## config.mk

```make
export PLATFORM = sky130hd
export DESIGN_NAME = grev_unit
export DESIGN_NICKNAME = d
export VERILOG_FILES = /design/src/rtl/grev_pkg.sv /design/src/rtl/grev_operand.sv /design/src/rtl/grev_stage.sv /design/src/rtl/grev_network.sv /design/src/rtl/grev_cond.sv /design/src/rtl/grev_unit.sv
export SDC_FILE = /design/constraint.sdc
export NUM_CORES = 1
export LEC_CHECK = 0
export BUFFER_PORTS_ARGS = -buffer_cell sky130_fd_sc_hd__buf_2
export CAP_MARGIN = 40
export CORE_UTILIZATION = 54
export DETAILED_ROUTE_END_ITERATION = 16
export PLACE_DENSITY = 0.82
export SETUP_SLACK_MARGIN = 0.05
export SLEW_MARGIN = 15
export SYNTH_ARGS = -nofsm -noshare
export SYNTH_HDL_FRONTEND = slang
export SYNTH_SLANG_ARGS = --single-unit
export TNS_END_PERCENT = 5
```

## constraint.sdc

```tcl
create_clock -name clk -period 3.9 [get_ports clk]
set_input_delay 0.39 -clock clk [delete_from_list [all_inputs] [get_ports clk]]
set_output_delay 0.39 -clock clk [all_outputs]
set_load 0.05 [all_outputs]
```

## src/rtl/grev_pkg.sv

```systemverilog
package grev_pkg;

  // Condition field layout: lt at bit 3, gt at bit 2, eq at bit 1, spare at bit 0.
  typedef struct packed {
    logic lt;
    logic gt;
    logic eq;
    logic spare;
  } grev_cond_t;

  localparam int unsigned COND_W = $bits(grev_cond_t);

endpackage

```

## src/rtl/grev_operand.sv

```systemverilog
module grev_operand #(
  parameter int unsigned DATA_W = 64,
  parameter int unsigned WORD_W = 32,
  parameter int unsigned AMT_W  = 64
) (
  input  logic                      clk,
  input  logic                      rst_n,
  input  logic                      word_mode,
  input  logic                      use_imm,
  input  logic [DATA_W-1:0]         src_i,
  input  logic [AMT_W-1:0]          amt_reg_i,
  input  logic [$clog2(DATA_W)-1:0] amt_imm_i,
  output logic [DATA_W-1:0]         src_eff_o,
  output logic [$clog2(DATA_W)-1:0] k_o
);
  localparam int unsigned K_W  = $clog2(DATA_W);
  localparam int unsigned WK_W = $clog2(WORD_W);

  // Full register value reduced modulo the full width.
  function automatic logic [K_W-1:0] reg_to_amt(input logic [AMT_W-1:0] a);
    return K_W'(a % AMT_W'(DATA_W));
  endfunction

  // Further reduction modulo the word width when word mode is active.
  function automatic logic [K_W-1:0] reduce_amt(input logic [K_W-1:0] raw,
                                                input logic wm);
    logic [K_W-1:0] keep;
    keep = K_W'(WORD_W - 1);
    return wm ? (raw & keep) : raw;
  endfunction

  function automatic logic [DATA_W-1:0] mask_src(input logic [DATA_W-1:0] s,
                                                 input logic wm);
    logic [DATA_W-1:0] m;
    m = {{(DATA_W-WORD_W){1'b0}}, {WORD_W{1'b1}}};
    return wm ? (s & m) : s;
  endfunction

  logic [K_W-1:0] raw_amt;

  assign raw_amt   = use_imm ? amt_imm_i : reg_to_amt(amt_reg_i);
  assign k_o       = reduce_amt(raw_amt, word_mode);
  assign src_eff_o = mask_src(src_i, word_mode);

  // in word mode the amount never reaches beyond the word width
  a_r1_word_amount_short: assert property (@(posedge clk) disable iff (!rst_n)
    word_mode |-> (k_o >> WK_W) == '0);

  // masked operand carries no upper bits in word mode
  a_r3_operand_upper_clear: assert property (@(posedge clk) disable iff (!rst_n)
    word_mode |-> (src_eff_o >> WORD_W) == '0);

endmodule

```

## src/rtl/grev_stage.sv

```systemverilog
module grev_stage #(
  parameter int unsigned DATA_W = 64,
  parameter int unsigned STAGE  = 0
) (
  input  logic              clk,
  input  logic              rst_n,
  input  logic [DATA_W-1:0] d_i,
  input  logic              en_i,
  output logic [DATA_W-1:0] q_o
);
  localparam int unsigned GRP = 1 << STAGE;

  logic [DATA_W-1:0] swapped;

  // Exchange neighbouring groups of GRP bits.
  for (genvar b = 0; b < DATA_W; b++) begin : g_bit
    assign swapped[b] = d_i[b ^ GRP];
  end

  assign q_o = en_i ? swapped : d_i;

  // a permutation stage neither creates nor loses set bits
  a_r2_stage_keeps_count: assert property (@(posedge clk) disable iff (!rst_n)
    $countones(q_o) == $countones(d_i));

endmodule

```

## src/rtl/grev_network.sv

```systemverilog
module grev_network #(
  parameter int unsigned DATA_W = 64
) (
  input  logic                      clk,
  input  logic                      rst_n,
  input  logic [DATA_W-1:0]         d_i,
  input  logic [$clog2(DATA_W)-1:0] k_i,
  output logic [DATA_W-1:0]         q_o
);
  localparam int unsigned K_W = $clog2(DATA_W);

  logic [DATA_W-1:0] lvl [0:K_W];

  assign lvl[0] = d_i;

  // Stage j swaps 2^j-bit groups when bit j of the amount is set.
  for (genvar j = 0; j < K_W; j++) begin : g_stage
    grev_stage #(
      .DATA_W (DATA_W),
      .STAGE  (j)
    ) u_stage (
      .clk   (clk),
      .rst_n (rst_n),
      .d_i   (lvl[j]),
      .en_i  (k_i[j]),
      .q_o   (lvl[j+1])
    );
  end

  assign q_o = lvl[K_W];

  // a zero amount leaves the operand untouched through every stage
  a_r6_zero_amount_identity: assert property (@(posedge clk) disable iff (!rst_n)
    (k_i == '0) |-> (q_o == d_i));

endmodule

```

## src/rtl/grev_cond.sv

```systemverilog
module grev_cond #(
  parameter int unsigned DATA_W = 64
) (
  input  logic [DATA_W-1:0]      value_i,
  output grev_pkg::grev_cond_t   cond_o
);
  function automatic grev_pkg::grev_cond_t classify(input logic [DATA_W-1:0] v);
    grev_pkg::grev_cond_t c;
    c.lt    = v[DATA_W-1];
    c.eq    = (v == '0);
    c.gt    = !v[DATA_W-1] && (v != '0);
    c.spare = 1'b0;
    return c;
  endfunction

  assign cond_o = classify(value_i);

endmodule

```

## src/rtl/grev_unit.sv

```systemverilog
module grev_unit #(
  parameter int unsigned DATA_W = 64,
  parameter int unsigned WORD_W = 32,
  parameter int unsigned AMT_W  = 64
) (
  input  logic                      clk,
  input  logic                      rst_n,
  input  logic                      in_valid,
  input  logic                      word_mode,
  input  logic                      use_imm,
  input  logic [DATA_W-1:0]         src_i,
  input  logic [AMT_W-1:0]          amt_reg_i,
  input  logic [$clog2(DATA_W)-1:0] amt_imm_i,
  output logic                      out_valid,
  output logic [DATA_W-1:0]         result_o,
  output logic [3:0]                cond_o
);
  localparam int unsigned K_W = $clog2(DATA_W);

  // Internal events brought out for the checks.
  logic [DATA_W-1:0]    src_eff;
  logic [K_W-1:0]       k_amt;
  logic [DATA_W-1:0]    perm;
  grev_pkg::grev_cond_t cond_next;

  logic                 valid_q;
  logic                 wm_q;
  logic [DATA_W-1:0]    result_q;
  grev_pkg::grev_cond_t cond_q;

  grev_operand #(
    .DATA_W (DATA_W),
    .WORD_W (WORD_W),
    .AMT_W  (AMT_W)
  ) u_operand (
    .clk       (clk),
    .rst_n     (rst_n),
    .word_mode (word_mode),
    .use_imm   (use_imm),
    .src_i     (src_i),
    .amt_reg_i (amt_reg_i),
    .amt_imm_i (amt_imm_i),
    .src_eff_o (src_eff),
    .k_o       (k_amt)
  );

  grev_network #(
    .DATA_W (DATA_W)
  ) u_network (
    .clk   (clk),
    .rst_n (rst_n),
    .d_i   (src_eff),
    .k_i   (k_amt),
    .q_o   (perm)
  );

  grev_cond #(
    .DATA_W (DATA_W)
  ) u_cond (
    .value_i (perm),
    .cond_o  (cond_next)
  );

  always_ff @(posedge clk) begin
    if (!rst_n) begin
      valid_q  <= 1'b0;
      wm_q     <= 1'b0;
      result_q <= '0;
      cond_q   <= '0;
    end else begin
      valid_q <= in_valid;
      if (in_valid) begin
        wm_q     <= word_mode;
        result_q <= perm;
        cond_q   <= cond_next;
      end
    end
  end

  assign out_valid = valid_q;
  assign result_o  = result_q;
  assign cond_o    = cond_q;

  // valid output tracks the request one cycle later
  a_r7_valid_follows: assert property (@(posedge clk) disable iff (!rst_n)
    in_valid |=> out_valid);
  a_r7_idle_follows: assert property (@(posedge clk) disable iff (!rst_n)
    !in_valid |=> !out_valid);

  // word-mode results carry nothing above the word
  a_r3_word_upper_zero: assert property (@(posedge clk) disable iff (!rst_n)
    (valid_q && wm_q) |-> (result_q >> WORD_W) == '0);

  // exactly one relation flag, spare bit low
  a_r5_cond_onehot: assert property (@(posedge clk) disable iff (!rst_n)
    valid_q |-> ($countones(cond_q[3:1]) == 1 && !cond_q[0]));

  // the negative flag agrees with the registered sign bit
  a_r5_lt_matches_sign: assert property (@(posedge clk) disable iff (!rst_n)
    valid_q |-> (cond_q[3] == result_q[DATA_W-1]));

  // a zero amount yields the masked operand one cycle later
  a_r6_zero_passthrough: assert property (@(posedge clk) disable iff (!rst_n)
    (in_valid && k_amt == '0) |=> (result_q == $past(src_eff)));

endmodule

```

==> flow_summary.ini <==
[grt]
antenna_found_initial = 0
grt_pass1_vias = 7925
grt_use_total_pct = 37.9
grt_overflow = 0
grt_max_degree = 89
grt_pass1_wl_mm = 42.3

[sta]
worst_pin_slew_ps = 918
hold_viol = 0
layout_min_cycle_time_ps = 3570
fin_crit_sh_pct = 91.5
hold_slack_ps = 351
slew_headroom_pct = 38.2
fin_tns_setup_ps = 0
slew_viol_final = 0
fmax_mhz = 280
finalSetupViolations = 0
rsz0062_at_grt = false
fin_worst_skew_ps = 0

[logic_synthesis]
netlist_area_sq_mm = 0.00724
synth-main-ff-cell = dfxtp_1
synth-edff-count = 0
synth-seq-cells = 67
synth_top_area_share_pct = 18.5
post_synth_num_cell_types = 61
synth.avg_cell_area_sq_um = 7.22
synthArstFlopShare_pct = 0
synth.largest_area_cell = dfxtp_1
synth_area_leaders = dfxtp_1 (19%), mux2i_1 (12%), nor2_1 (7.6%)
synth_nets = 1142
synth_cells = 1003
ys_seq_area_share_pct = 18.5
yosys_warnings = 0

[floorplan]
num_rows = 41
die_h_um = 118
die_x_um = 118
coreArea_sq_mm = 0.0128
dieArea_sq_mm = 0.0139
num_io_pins = 208
initial_core_util_pct = 56.4

[drt]
route.detailed.drc = 0
via_count = 8935
drtAntennaViolNets = 0
vias_per_cell = 6.88
wl_mm = 26.8
drtIter0Drc = 1304
post_drt_wl_per_cell_um = 20.6
first_pass_iters = 6

[layout]
drive_gt1_share_pct = 23.5
n_antenna_cell = 0
nets = 1261
syn2layout_area_growth_pct = 19.2
fillerInstances = 1164
seq_area_sq_mm = 0.00134
multi_input_area_sq_mm = 0.00543

[placement]
port_buffers = 148
dp_hpwl_mm = 20.2
globalplace.congestion = 1.04

[clocking]
cts_tree = yes
cts_resized = 0
clockBufferDepth = 2
postCtsSetupBuffers = 0
clock-sinks = 67
clkTransAtPathRegs_ps = 60
ctsHoldBuffers = 0
cts-root-buf = clkbuf_16
htreeDepth = 3
cts-buffers-inserted = 9
clk_latency_ps = 330

[job]
drv_cap = 0

[power]
powerDensity_mw_per_mm2 = 404
p_leak_nw = 3.61
peakVddDrop_mv = 0.301

[min_path]
min_path_type = in -> reg

[worst_setup_path]
endpoint_kind = flip-flop
critical_path.max_fanout = 32
start_kind = input port
worstSetupPathType = in -> reg
required_ps = 4120
cp.arrival_ps = 3780

[run_status]
status = complete, no violations
-- cell usage in the layout, fill, tap and decap left out, types with 31 or more instances in the layout --
master and n:
a22oi_1 68, buf_4 48, dfxtp_1 67, nor2_1 145, buf_2 149, o221ai_1 61, nand3_1 42, mux2i_1 88
nand2_1 65, o21ai_0 64, a211oi_1 31, o22ai_1 80
-- final timing paths --
kind                            cells after the start    startpoint      endpoint  slack, ps
worst max-delay path                               12       use_imm     cond_o[2]        330
worst min-delay path                                3         rst_n  result_o[63]        350
worst max register to register                      2     cond_o[2]     cond_o[2]       2900
worst min register to register                      2  result_o[16]  result_o[16]        480
-- metal layers --
layer,vias up,GRT usage [%],part of all wire [%]
met5,-,0,0
met4,0,15.0,3.8
met3,89,8.43,9.5
met2,521,61.3,46
met1,4137,48.7,41
li1,4188,-,-
-- cell families (layout without fill, tap and decap cells) --
logic type	count (synthesis)	count (layout)	synth area share [%]
muxes	119	119	17.2
other	1	1	0.0518
and+or+nand+nor	326	326	20.1
DFF	67	67	18.5
buffers and inverters	104	228	6.86
AOI/OAI and AO/OA	386	386	37.2
-- area by class of cell --
| class | instances | share of cell area, % |
|---|---|---|
| multi-input combinational | 832 | 63.0 |
| sequential | 67 | 15.5 |
| timing repair buffer | 206 | 14.9 |
| clock buffer | 10 | 2.77 |
| tap | 172 | 2.49 |
| clock inverter | 6 | 1.02 |
| inverter | 6 | 0.261 |
-- synthesized netlist by cell type (all sizes together) (13+ instances only) --
| library cell | instances |
|---|---|
| nor2 | 146 |
| buf | 56 |
| clkbuf | 42 |
| o21ai | 73 |
| a21oi | 25 |
| o22ai | 82 |
| mux2i | 98 |
| nand2 | 66 |
| dfxtp | 67 |
| nor3 | 26 |
| nand4 | 13 |
| nand3 | 42 |
| mux2 | 21 |
| o211ai | 15 |
| a211oi | 31 |
| a22oi | 68 |
| o221ai | 61 |
-- through the flow --
stage / cell area, sq um / std cells / util (%) / setup WS (ps) / power [mW]
after floorplan: 7240 / 1003 / - / 902 / 2.01
after global placement: 8270 / 1281 / 64.5 / 242 / 2.52
after detailed placement: 8300 / 1283 / 64.7 / 159 / 2.55
after CTS: 8630 / 1299 / 67.3 / 498 / 3.43
after global routing: 8630 / 1299 / 67.3 / 178 / 3.64
final: 8630 / 1299 / 67.3 / 333 / 3.48
-- critical path, cell delays in order --
cell and delay (ps):
buf_2 120, mux2i_4 310, buf_12 280, mux2i_1 410
a22oi_1 170, nand3_1 110, o21ai_0 290, mux2i_1 440
mux2i_1 170, nor4b_1 440, nand4_1 200, o41a_1 440
-- flip-flops by register name, summed over array words and instances, names as in the netlist --
signal	flops
cond_o	2
out_valid	1
result_o	64
-- where the power goes --
part | switching (mW) | internal [mW]
sequential | 0.0362 | 0.755
combinational | 1.23 | 0.579
clock | 0.309 | 0.578
total | 1.57 | 1.91
(Power assumes the default switching activity.)
